## config.mk

```make
export PLATFORM = sky130hd
export DESIGN_NAME = rns3_fwd
export DESIGN_NICKNAME = d
export VERILOG_FILES = /design/src/rtl/rns3_fwd.sv
export SDC_FILE = /design/constraint.sdc
export NUM_CORES = 1
export LEC_CHECK = 0
export BUFFER_PORTS_ARGS = -buffer_cell sky130_fd_sc_hd__clkbuf_2
export CAP_MARGIN = 5
export CELL_PAD_IN_SITES_DETAIL_PLACEMENT = 2
export CELL_PAD_IN_SITES_GLOBAL_PLACEMENT = 2
export CORE_MARGIN = 3
export CORE_UTILIZATION = 35
export CTS_CLUSTER_SIZE = 10
export DETAILED_ROUTE_END_ITERATION = 8
export GPL_TIMING_DRIVEN = 0
export PLACE_DENSITY = 0.87
export SYNTH_ARGS = -nofsm -noshare
export SYNTH_HDL_FRONTEND = slang
export SYNTH_SLANG_ARGS = --single-unit
```

## constraint.sdc

```tcl
create_clock -name clk -period 10.23 [get_ports clk]
set_input_delay 2.046 -clock clk [delete_from_list [all_inputs] [get_ports clk]]
set_output_delay 2.046 -clock clk [all_outputs]
set_load 0.02 [all_outputs]
```

## src/rtl/rns3_fwd.sv

```systemverilog
module rns3_fwd #(
  parameter int N       = 4,
  parameter int IN_W    = 3 * N,
  parameter bit REG_OUT = 1'b1
) (
  input  logic            clk,
  input  logic            rst_n,
  input  logic            in_valid,
  input  logic [IN_W-1:0] x_in,
  output logic            out_valid,
  output logic [N-1:0]    res_m1,
  output logic [N-1:0]    res_m,
  output logic [N:0]      res_p1
);
  localparam int         XW     = 3 * N;
  localparam logic [N:0] MOD_LO = {1'b0, {N{1'b1}}};
  localparam logic [N+1:0] MOD_HI = {2'b01, {(N-1){1'b0}}, 1'b1};

  function automatic logic [N-1:0] add_lo(input logic [N-1:0] a, input logic [N-1:0] b);
    logic [N:0] s;
    s = {1'b0, a} + {1'b0, b};
    if (s >= MOD_LO) s = s - MOD_LO;
    return s[N-1:0];
  endfunction

  function automatic logic [N:0] add_hi(input logic [N:0] a, input logic [N:0] b);
    logic [N+1:0] s;
    s = {1'b0, a} + {1'b0, b};
    if (s >= MOD_HI) s = s - MOD_HI;
    return s[N:0];
  endfunction

  logic [XW-1:0] xe;
  logic [N-1:0]  blk_t, blk_m, blk_l;
  logic [N-1:0]  fld_t, fld_m, fld_l;
  logic [N:0]    neg_m;
  logic [N-1:0]  c_m1;
  logic [N:0]    c_p1;

  assign xe    = XW'(x_in);
  assign blk_t = xe[3*N-1:2*N];
  assign blk_m = xe[2*N-1:N];
  assign blk_l = xe[N-1:0];

  assign fld_t = (blk_t == {N{1'b1}}) ? '0 : blk_t;
  assign fld_m = (blk_m == {N{1'b1}}) ? '0 : blk_m;
  assign fld_l = (blk_l == {N{1'b1}}) ? '0 : blk_l;

  assign neg_m = (blk_m == '0) ? '0 : (MOD_HI[N:0] - {1'b0, blk_m});

  assign c_m1 = add_lo(add_lo(fld_m, fld_l), fld_t);
  assign c_p1 = add_hi(add_hi({1'b0, blk_l}, neg_m), {1'b0, blk_t});

  generate
    if (REG_OUT) begin : g_reg
      always_ff @(posedge clk) begin
        if (!rst_n) begin
          out_valid <= 1'b0;
          res_m1    <= '0;
          res_m     <= '0;
          res_p1    <= '0;
        end else begin
          out_valid <= in_valid;
          res_m1    <= c_m1;
          res_m     <= blk_l;
          res_p1    <= c_p1;
        end
      end
    end else begin : g_comb
      assign out_valid = in_valid;
      assign res_m1    = c_m1;
      assign res_m     = blk_l;
      assign res_p1    = c_p1;
    end
  endgenerate
endmodule

```

* Word-level counts from Yosys, hierarchy flattened
Cells that the tools add are included.
** Word-level totals
- Output and inout port bits :: 14
- Latch bits :: 0
- Bits in writable memories :: 0
- Input port bits :: 15
- ROM bits :: 0
- Memories kept :: 0
- Register bits after elaboration :: 14
** Operators by class
- Eq/ne operators :: 3
- Bitwise gates (word level) :: 0
- Multiply operators :: 0
- Div/mod/pow operators :: 0
- Shift operators :: 0
- Add/subtract/negate cells :: 9
- Reduce and logical (&&, ||, !) cells :: 1
- Magnitude comparators :: 4
- Multiplexer cells :: 8
** Operators with widths (number)
- two-way mux 4 bit :: 5
- two-way mux 5 bit :: 3
- == test 4 bit (second input constant) :: 3
- >= comparator 6 x 5 -> 1 bit (second input constant) :: 2
- adder 4 x 4 -> 5 bit :: 2
- >= comparator 5 x 4 -> 1 bit (second input constant) :: 2
- subtractor 5 bit (second input constant) :: 2
- subtractor 4 bit (second input constant) :: 2
- adder 4 x 5 -> 6 bit :: 1
- adder 5 x 4 -> 6 bit :: 1
- subtractor 5 x 4 -> 5 bit (first input constant) :: 1
- zero test 4 bit :: 1

* Longest topological paths before layout
Gate-level depths: netlist of run 1.
- Depth after elaboration :: 8
- Depth in mapped cells :: 21
- Depth with buffers taken out :: 21

* Worst setup path before layout of run 1
Ideal clock, no wire load.
- Path kind :: input -> register
- From :: input port x_in[5]
- To :: register res_p1[0]
- Required time :: 10.114 ns
- Setup slack :: 4.200 ns
- Stages on the path :: 20
- Data arrival time :: 5.914 ns
- Cell sequence :: nor3_1 -> nor2_1 -> ha_1 -> inv_1 -> fa_1 -> ha_1 -> nor4_1 -> a21oi_1 -> o221a_2 -> xnor2_1 -> ha_1 -> fa_1 -> inv_1 -> ha_1 -> nand2_1 -> a211oi_1 -> o21a_1 -> a21oi_2 -> or3_1 -> and3_1
** Between the ends
- Word-level cells in the longest chain between the ends :: 8
** RTL lines
- start: declaration :: line 9 : input logic [IN_W-1:0] x_in,
- subtractor 5 x 4 -> 5 bit or zero test 4 bit (tied branches) :: line 49 : assign neg_m = (blk_m == '0) ? '0 : (MOD_HI[N:0] - {1'b0, blk_m});
- two-way mux 5 bit * :: line 49
- adder 4 x 5 -> 6 bit * :: line 28 : s = {1'b0, a} + {1'b0, b};
- subtractor 5 bit or >= comparator 6 x 5 -> 1 bit (tied branches) :: line 29 : if (s >= MOD_HI) s = s - MOD_HI;
- two-way mux 5 bit * :: line 29
- adder 5 x 4 -> 6 bit * :: line 28
- >= comparator 6 x 5 -> 1 bit or subtractor 5 bit (tied branches) :: line 29
- two-way mux 5 bit * :: line 29
- end signal: assignment :: line 66 : res_p1 <= c_p1;
- end: declaration :: line 13 : output logic [N:0] res_p1
Every way passes the cells marked *; elsewhere a longest branch is shown, timed or not.
A chain may end at the register's enable or synchronous reset.

* Final worst setup path of run 1
Same ends and word-level chain as after synthesis.

==> run summary, run 1 <==
The path with the worst hold slack has its endpoint at out_valid. Area of the placeable core: 4530 µm². The final route contains 1626 vias. Along the worst path, the maximum fanout reaches 6.

For the worst setup path, the data required time is 10370 ps. The logs give 3 for the total CTS buffers and 526 for the number of filler cells placed in the layout. For the highest achievable clock rate, the log shows 0.154 GHz.

The critical path goes through clkbuf_2 > nor3_1 > nor2_1 > ha_1 > inv_1 > fa_1 > ha_1 > nor4_1 > a21oi_1 > o221a_2 > o21ai_0 > fa_1 > inv_1 > ha_1 > nand2_1 > a211oi_1 > o21a_1 > a21oi_2 > or3_1 > and3_1. The number of nets handed over by synthesis was 251. Data arrives at the worst endpoint at 6630 ps. Primary flip-flop cell chosen by synthesis mapping: sky130_fd_sc_hd__dfxtp_1.

The tools report the final net count as 284. The cell with the largest stage delay on the worst path was sky130_fd_sc_hd__fa_1. In the synthesized netlist, the number of instances is 208. Compared with the post-synthesis result, the final layout area differs by 16.1%. The run gives 18.1% as the total global-route track usage. The synthesized design contains 14 register bits.

Entering global routing, the biggest net connects 11 pins. Of the post-synthesis cell area, the dominant cell type holds 17.5%. Setup violations remaining at the end of the flow were counted as 0.

The max-slew violation count came out at 0. For the worst hold margin, the log shows 2020 ps. The synthesis warning total was 0; the maximum vdd ir drop was 0.0508 mV. By area the synthesized netlist is led by sky130_fd_sc_hd__ha_1 (17%), sky130_fd_sc_hd__dfxtp_1 (16%), sky130_fd_sc_hd__inv_1 (5.2%).

The first detailed-routing pass took 4 iterations. The layer flagged by global routing as most heavily used is met2. The tools report the final sum of negative setup slack as 0 ps.

The slew of the pin with the lowest slew margin is 498 ps. Summing all multi-input logic gate instances after layout gives 1340 µm². Summing all flip-flop and latch instances after layout gives 280 µm². From bottom edge to top edge, the die measures 76.1 µm.

The detailed placement HPWL is 4.20 mm. For met2 alone, demand over resource in global routing was 34.2%. The global-route congestion overflow total was 0.

Setup repair after global routing left no endpoint under its margin. For met1 alone, demand over resource in global routing was 21.5%. Counting flops with a built-in enable in the synthesized netlist gives 0.

The tree is rooted in a sky130_fd_sc_hd__clkbuf_8. Counting distinct cell types in the post-synthesis netlist gives 49. The kind of cell with the highest combined delay along the critical path is adder cells. The tools report the critical hold path startpoint as in_valid. The routed design has 5.04 mm of wire. The post-synthesis average cell area came out at 8.27 µm². The critical path in this run is classified as in2reg. Cell type with the highest aggregate area in the netlist: sky130_fd_sc_hd__ha_1.

The cell total after placement was 301; the clock period minus worst slack was 6490 ps. In the routed layout, each cell is associated on average with a via count of 5.33. The run finished with clean final reports. In this run the post-CTS setup repair buffer count came out at 0.

For this configuration, the core starts out at a cell density of 37.9%. The first global-routing pass estimated 8.71 mm of wire. For this design the ratio of total power to cell area is 193 nW/µm². STA classifies the critical path startpoint as an input pin. The number of global-route vias before repair came out at 1848. Buffer depth of the longest clock path: 2.

The CTS sink count is 14, and the sequential fraction of the synthesis area is 16.3%. The post-cts sizing count was 0; the number of buffer and inverter stages on the critical path was 3. The congestion estimate from routability-driven global placement came to 0.764.

The count of final hold-check violations is 0, and the number of rows in the core area is 24. Count of buffers from port buffering: 28. The logs give 1 for the maximum level of the CTS H-tree and 2.60% for the fraction of met3 tracks used by global routing.

In the finished design, the share of the clock period the worst path needs comes to 63.4%. TritonCTS built the clock tree. The run gives 0 as the count of inserted antenna diode cells. The element type at the critical path end is a flop. In the synthesized netlist the async set-or-reset flop fraction comes to 0%. The most common cell type on the critical path was sky130_fd_sc_hd__ha_1. The number of cells on the worst hold path was 2. In the final routed layout, each cell accounts on average for 16.5 µm. The die outline area is 5790 µm². The number of hold buffers added after CTS was 0. The iteration-0 DRC count of the detailed router was 42. The total of max-cap violations was 0. In the routed design, unresolved DRC markers number 0.

Excluding fillers, the count of instances in the completed layout stands at 305. The number of antenna violations at the first check in global routing was 0. The leakage power figure was 0.000963 µW.

For this run, the slowest stage of the critical path takes 490 ps. In this run the remaining antenna-violating nets after routing total 0. After clock tree synthesis, the clock-pin slew on the worst setup and hold paths is 70 ps.

The cell area after technology mapping came out at 1720 µm². In the final layout, the share of cells above drive strength 1 is 19.6%. For the number of primary I/O pins, the log shows 29. Measured along the x axis, the die boundary spans 76.1 µm. The run gives 66.4% as the relative slew slack. The tightest min-delay check is of the in2reg type.
-- through the flow --
step | power (µW) | area [µm²] | utilization [%] | setup slack (ps)
floorplan | 261 | 1720 | - | 4200
global placement | 310 | 1940 | 42.8 | 3610
detailed placement | 330 | 1940 | 42.8 | 3420
CTS | 390 | 2000 | 44.0 | 3680
global route | 422 | 2000 | 44.0 | 3360
finish | 384 | 2000 | 44.0 | 3740
-- flip-flops by register name (all words and copies together) (netlist names) --
| register | flops |
|---|---|
| out_valid | 1 |
| res_m | 4 |
| res_m1 | 4 |
| res_p1 | 5 |
-- kinds of logic after synthesis --
| family | Yosys count | share of synthesized area (%) |
|---|---|---|
| compound gates | 57 | 24.7 |
| xor+xnor | 14 | 7.57 |
| fa+ha+maj | 28 | 22.1 |
| buf+inv | 26 | 5.75 |
| flops | 14 | 16.3 |
| mux | 5 | 3.20 |
| simple gates | 64 | 20.4 |
-- Yosys cell counts (3+ instances only) --
library cell and instances:
sky130_fd_sc_hd__a211oi_1 4, sky130_fd_sc_hd__a21o_1 5, sky130_fd_sc_hd__a21oi_1 8, sky130_fd_sc_hd__a31oi_1 8, sky130_fd_sc_hd__and2_1 8, sky130_fd_sc_hd__dfxtp_1 14
sky130_fd_sc_hd__fa_1 4, sky130_fd_sc_hd__ha_1 24, sky130_fd_sc_hd__inv_1 24, sky130_fd_sc_hd__mux2i_1 4, sky130_fd_sc_hd__nand2_1 18, sky130_fd_sc_hd__nand2b_1 5
sky130_fd_sc_hd__nand3_1 4, sky130_fd_sc_hd__nor2_1 5, sky130_fd_sc_hd__nor2b_1 8, sky130_fd_sc_hd__o21ai_0 10, sky130_fd_sc_hd__or3_1 3, sky130_fd_sc_hd__xnor2_1 9
sky130_fd_sc_hd__xor2_1 4
-- worst max path at each step --
stage                 start   endpoint  slack [ps]  cells after the start
floorplan           x_in[5]  res_p1[0]        4200                     20
global placement    x_in[5]  res_p1[0]        3610                     20
detailed placement  x_in[5]  res_p1[0]        3420                     20
CTS                 x_in[5]  res_p1[0]        3680                     20
global route        x_in[5]  res_p1[0]        3360                     20
finish              x_in[5]  res_p1[0]        3740                     20
-- final cells by class --
type | instances | area share, %
tap | 65 | 4.08
clock buffer | 4 | 2.76
inverter | 24 | 4.51
buffer | 2 | 0.439
timing repair buffer | 28 | 7.02
sequential | 14 | 14.0
multi-input combinational | 168 | 67.1
-- placed cells by master, fill, tap and decap left out, types with 3 or more instances in the layout --
cell type / n
sky130_fd_sc_hd__a21o_1: 5
sky130_fd_sc_hd__nand2_1: 18
sky130_fd_sc_hd__or3_1: 3
sky130_fd_sc_hd__a211oi_1: 4
sky130_fd_sc_hd__a31oi_1: 8
sky130_fd_sc_hd__nand3_1: 4
sky130_fd_sc_hd__dfxtp_1: 14
sky130_fd_sc_hd__xnor2_1: 9
sky130_fd_sc_hd__clkbuf_2: 28
sky130_fd_sc_hd__nor2_1: 5
sky130_fd_sc_hd__xor2_1: 4
sky130_fd_sc_hd__a21oi_1: 8
sky130_fd_sc_hd__ha_1: 24
sky130_fd_sc_hd__fa_1: 4
sky130_fd_sc_hd__nand2b_1: 5
sky130_fd_sc_hd__nor2b_1: 8
sky130_fd_sc_hd__inv_1: 24
sky130_fd_sc_hd__and2_1: 8
sky130_fd_sc_hd__o21ai_0: 10
sky130_fd_sc_hd__clkbuf_8: 4
sky130_fd_sc_hd__mux2i_1: 4
-- power breakdown --
part	switching (µW)	leakage (µW)	total (µW)	internal, µW
logic	152	0.000818	253	102
registers	4.21	0.000116	74.6	70.4
clock network	22.3	0.0000288	56.4	34.1
total	178	0.000963	384	206
-- routing by layer --
| metal | vias to the layer above | share of wire (%) | wire [µm] |
|---|---|---|---|
| met5 | - | 0 | 0 |
| met4 | 0 | 0.83 | 42 |
| met3 | 4 | 2.9 | 146 |
| met2 | 31 | 52 | 2630 |
| met1 | 782 | 44 | 2210 |
| li1 | 809 | - | - |
(Power assumes the default switching activity.)
==> inputs of run 2 (changes only) <==
Settings changed: CORE_UTILIZATION 35 to 30, PLACE_DENSITY 0.87 to 0.8.
Clock period 10.23 ns to 5.7 ns, I/O delays scaled along.
==> run summary, run 2 (synthesis results as in run 1) <==
The run finished with clean final reports. Setup violations remaining at the end of the flow were counted as 0. Once the floorplan was initialized, standard cells occupied 32.2% of the core.

During placement, the flow inserted port buffers numbering 28. The die covers 6670 µm². The largest registers in the layout are res_p1 (5), res_m1 (4), res_m (4). Leaving out fill and tap cells, the most frequent cells in the layout are sky130_fd_sc_hd__clkbuf_2 (28), sky130_fd_sc_hd__inv_1 (23), sky130_fd_sc_hd__ha_1 (22), sky130_fd_sc_hd__nand2_1 (17), sky130_fd_sc_hd__dfxtp_1 (14). The largest register by flop count was res_p1. The first global-routing pass estimated 7.55 mm of wire. In this run the clock root is driven by a sky130_fd_sc_hd__clkbuf_8. For the worst setup path, the data required time is 5840 ps. Buffer depth of the longest clock path: 2. The detail route stage leaves a number of antenna-violating nets equal to 0. The capturing element of the worst setup path is res_p1[0]. Measured along the x axis, the die boundary spans 81.7 µm. The run gives 0 as the max-slew violation count. The run gives 0 as the count of final hold-check violations. Setup repair after global routing left no endpoint under its margin.

Layout overhead on the synthesized area: 20.0%. The worst path uses 93.7% of the clock period. The run gives 4.51 mm as the total length of routed wires. For the detailed-routing iteration count for the pre-antenna-repair pass, the log shows 3.

The largest incremental delay on the critical path came out at 450 ps. Among the stages of the critical path, the cell type that occurs most often is sky130_fd_sc_hd__ha_1. Number of filler cells placed in the layout: 651. The relative slew slack was 68.1%; the final setup slack of the worst path was 359 ps. The final sum of negative setup slack is 0 ps. The iteration-0 DRC count of the detailed router came out at 20.

The tools report the final weighted congestion of routability-driven global placement as 0.785. The critical path starts at x_in[5]. The number of global-route vias before repair is 1648, and the number of antenna violations at the first check in global routing is 0.

For the instance area at placement, the log shows 1950 µm². For the endpoint arrival time on the critical path, the log shows 5480 ps. Type of the worst min-delay path: in2reg.

From bottom edge to top edge, the die measures 81.7 µm. Buffers inserted during clock tree synthesis total 3. The number of antenna diodes in the final layout is 0. Walking the worst path, the cells encountered are clkbuf_2 > inv_1 > ha_1 > a21boi_0 > ha_2 > xor2_4 > nand2_1 > o31ai_1 > a21oi_1 > o221a_2 > xnor2_1 > ha_1 > fa_1 > inv_2 > ha_1 > nand2_2 > o31ai_2 > and3b_4 > or3_1 > and3_1. The number of buffer and inverter stages on the critical path was 3; the worst slack after detailed placement was -180 ps.

Timing would allow up to 0.187 GHz. The worst setup path is captured at a flop. The element type at the critical path start was an input pin.

The most used routing layer is met2. In the global route stage, overall resource usage came out at 14.4%. Across the VDD grid, the largest voltage drop is 0.117 mV. The post-route cell area was 2060 µm². Entering global routing, the biggest net connects 11 pins. The number of rows in the core area is 26, and the maximum fanout encountered on the critical timing path is 6. Global-route met2 utilization: 26.5%. The core region is 5340 µm². The tools report the area of combinational cells with multiple inputs as 1400 µm². The number of primary I/O pins is 29.

For this run, design rule violations remaining after detail routing come to 0. Max-cap violations in this run came to 0. The fraction of met1 tracks used by global routing was 17.6%; the flip-flop count of the largest register, all copies and words added was 5.

TritonCTS built the clock tree. The number of vias per cell is 5.15, and the slew of the pin with the lowest slew margin is 474 ps. Maximum level of the CTS H-tree: 1.

Clock-pin slew was measured on the worst setup and hold paths at 60 ps. The proportion of layout cells with a drive suffix above 1 is 23.7%. Detailed placement ended at an HPWL of 3.72 mm. The smallest clock period supported by the final layout is computed as 5340 ps.

Summed over all cells, the static leakage comes to 0.000976 µW. The detailed-route wire length per cell is 14.5 µm. The cell with the largest stage delay on the worst path is sky130_fd_sc_hd__fa_1. The routed layout has 1602 vias. In the global route stage, met3 resource usage came out at 1.43%. The CTS sink count is 14, and the final net count is 286. The number of hold buffers added after CTS was 0. The global-route congestion overflow total came out at 0. The commonest non-fill, non-tap cell in the layout is sky130_fd_sc_hd__clkbuf_2. Category of cells accounting for the largest share of critical-path delay: adder cells. By startpoint and endpoint, the worst setup path is classified as in2reg. Dividing total power by cell area gives a power density of 329 nW/µm². Summing all flip-flop and latch instances after layout gives 280 µm².

The critical path runs through a total of 20 cells.
## run 2: metrics by stage
stage          utilization (%)  power, µW  hold WS, ps  std cells
6_report                  38.7        678         1110        311
5_1_grt                   38.7        757         1110        311
4_1_cts                   37.3        667         1110        309
3_5_place_dp              36.5        577         1370        306
3_3_place_gp              36.5        557         1350        306
2_1_floorplan                -        468         1260        208
## run 2: area by class of cell
type,instances,share of cell area (%)
multi-input cells,168,67.9
flip-flops and latches,14,13.6
repair buffers,30,7.52
inverters,24,4.37
well taps,70,4.24
clock buffers,3,2.00
plain buffers,2,0.424
## run 2: worst min-delay path by stage
stage                        start        end  slack [ps]  cells past startpoint
after floorplan            x_in[0]   res_m[0]        1260                      1
after global placement    in_valid  out_valid        1350                      2
after detailed placement  in_valid  out_valid        1370                      2
after CTS                 in_valid  out_valid        1110                      2
after global routing      in_valid  out_valid        1110                      2
final                     in_valid  out_valid        1110                      2
## run 2: power by group
part           total [µW]  internal [µW]  switching [µW]
Sequential            133            126            6.55
Combinational         463            195             268
Clock                82.6           46.8            35.8
## run 2: repair_timing
| action | in CTS | in global routing |
|---|---|---|
| buffers inserted | 0 | 2 |
| endpoints found under the setup margin | 0 | 4 |
| gates resized for setup | 0 | 13 |
## run 2: per-layer routing
metal	vias to the layer above	share of wire (%)
met1	768	47
li1	807	-
met4	0	0.49
met2	25	49
met5	-	0
met3	2	3.3
==> inputs of run 3 (changes only) <==
Settings changed: CTS_BUF_LIST from default to sky130_fd_sc_hd__clkbuf_16.
==> run summary, run 3 (synthesis results as in run 1) <==
STA classifies the critical path startpoint as an input pin. The endpoint arrival time on the critical path was 5480 ps. Routability-driven placement finished with a final weighted congestion of 0.785. Width of the die: 81.7 µm. Using the TritonRoute via totals, the vias-per-cell ratio works out to 5.11. The run finished with clean final reports. The die is 81.7 µm tall.

The iteration-0 DRC count of the detailed router is 25, and the global-route congestion overflow total is 0. The largest registers in the layout are res_p1 (5), res_m1 (4), res_m (4). The post-route fraction of the period consumed by the critical path was 93.7%. The tools report the relative slew slack as 68.2%.

Combinational cells account for 63.4% of the total power. The run gives 0 ps as the final sum of negative setup slack. The tools report the maximum level of the CTS H-tree as 1. The tools report the buffer depth of the longest clock path as 2. The clock net in this run drives a total of 14 sinks.

The element type at the critical path end was a flop. After layout, the minimum clock period comes to 5340 ps. The detailed-route wire length per cell was 14.6 µm; the maximum vdd ir drop was 0.137 mV. Setup violations remaining at the end of the flow were counted as 0.

Layout overhead on the synthesized area: 22.0%. Dividing total power by cell area gives a power density of 349 nW/µm². The count of buffers from port buffering was 28; the detailed-routing iteration count for the pre-antenna-repair pass was 3. Across every metal layer, demand over resource in global routing totals 14.7%. Setup repair after global routing left no endpoint under its margin.

For the worst setup path, the data required time is 5840 ps. Ranked by flip-flop count, first place goes to res_p1. The tool flagged a number of max-cap violations equal to 0. Commonest non-fill, non-tap cell in the layout: sky130_fd_sc_hd__clkbuf_2. The tools report the number of DRC violations after detailed routing as 0. For the proportion of power drawn by the clock network, the log shows 18.4%. Of the total power, the share spent switching nets is 43.5%. For the pin with the worst max-slew slack, the measured transition is 473 ps.

The root buffer cell chosen for the clock tree is sky130_fd_sc_hd__clkbuf_16. Of the total power, registers draw 18.2%. The cell with the largest stage delay on the worst path is sky130_fd_sc_hd__fa_1. The total via count in the routed design is 1589, and the final net count is 286.

In this run the static leakage power is 0.000991 µW. Grouping stages by cell kind, the critical path spends the most delay in adder cells. After floorplanning, the core was divided into 26 placement rows.

The proportion of layout cells with a drive suffix above 1 is 23.7%. Summed over all nets, the switching power comes to 318 µW. Entering global routing, the biggest net connects 11 pins.

The die outline area is 6670 µm², and the number of filler cells placed in the layout is 642. The worst hold margin is 1110 ps, and the total CTS buffers is 3. Derived from the worst setup path, the maximum achievable clock frequency is 0.187 GHz. The number of global-route vias before repair came out at 1631. Cells fill 39.3% of the core in the end.

Walking the worst path, the cells encountered are clkbuf_2 > inv_1 > ha_1 > a21boi_0 > ha_2 > xor2_4 > nand2_1 > o31ai_1 > a21oi_1 > o221a_2 > xnor2_1 > ha_1 > fa_1 > inv_2 > ha_1 > nand2_2 > o31ai_2 > and3b_4 > or3_1 > and3_1. Along the worst path, the maximum fanout reaches 6. The count of final hold-check violations was 0; the number of primary I/O pins was 29. The max-slew violation count was 0; the flip-flop count of the largest register, all copies and words added was 5. The critical path is of the in2reg type. For the total length of routed wires, the log shows 4.55 mm.

Leaving out fill and tap cells, the most frequent cells in the layout are sky130_fd_sc_hd__clkbuf_2 (28), sky130_fd_sc_hd__inv_1 (23), sky130_fd_sc_hd__ha_1 (22), sky130_fd_sc_hd__nand2_1 (17), sky130_fd_sc_hd__dfxtp_1 (14). In this run the remaining antenna-violating nets after routing total 0. The detailed placement HPWL is 3.72 mm, and the clock-pin slew of the registers on the worst-case setup and hold paths is 50 ps. Among the stages of the critical path, the cell type that occurs most often is sky130_fd_sc_hd__ha_1.

The logs give 32.2% for the starting density of the core and 5340 µm² for the area of the placeable core. The largest incremental delay on the critical path was 450 ps. The first global-routing pass estimated 7.56 mm of wire. Internal power comes to 414 µW. TritonCTS built the clock tree.

Together, buffers and inverters on the worst path number 3. The repair_antennas step left the layout with diodes totalling 0. The worst hold path belongs to the class in2reg.

Number of antenna violations at the first check in global routing: 0.
[run 3: cell counts in the layout (fill, tap and decap cells not counted)]
Identical to the previous run, type by type.
[run 3: path summary, 6_finish.rpt]
path	startpoint	endpoint	slack [ps]	depth (start not counted)
min	in_valid	out_valid	1110	2
max	x_in[5]	res_p1[0]	360	20
[run 3: per-layer routing]
metal / global-route usage, % / wire length [µm] / part of all wire [%]
met3: 1.43 / 174 / 3.8
met2: 26.3 / 2180 / 48
met1: 17.6 / 2130 / 47
met4: 6.98 / 71 / 1.6
met5: 0 / 0 / 0
[run 3: through the flow]
stage               setup WS (ps)  cell area (µm²)  std cells  total power [µW]
global route                 4.17             2100        311               810
CTS                          69.1             2020        309               721
global placement            -12.7             1950        306               557
finish                        358             2100        311               732
detailed placement           -180             1950        306               577
floorplan                     576             1720        208               468
[run 3: timing repair]
action	4_1_cts	5_1_grt
resized for setup	0	13
endpoints found under the setup margin	0	4
hold buffers	0	0
setup buffers	0	2
[run 3: cell type report]
| class | count | area [µm²] | share of cell area (%) |
|---|---|---|---|
| Multi-Input combinational cell | 168 | 1400 | 66.8 |
| Sequential cell | 14 | 280 | 13.4 |
| Timing Repair Buffer | 30 | 155 | 7.40 |
| Inverter | 24 | 90.1 | 4.30 |
| Tap cell | 70 | 87.6 | 4.18 |
| Clock buffer | 3 | 75.1 | 3.58 |
| Buffer | 2 | 8.76 | 0.418 |
[run 3: power groups by stage]
stage | Clock [µW] | Sequential (µW) | Combinational [µW]
3_3_place_gp | 0 | 135 | 422
6_report | 135 | 133 | 464
3_5_place_dp | 0 | 136 | 441
5_1_grt | 144 | 137 | 529
2_1_floorplan | 0 | 172 | 296
4_1_cts | 139 | 134 | 448
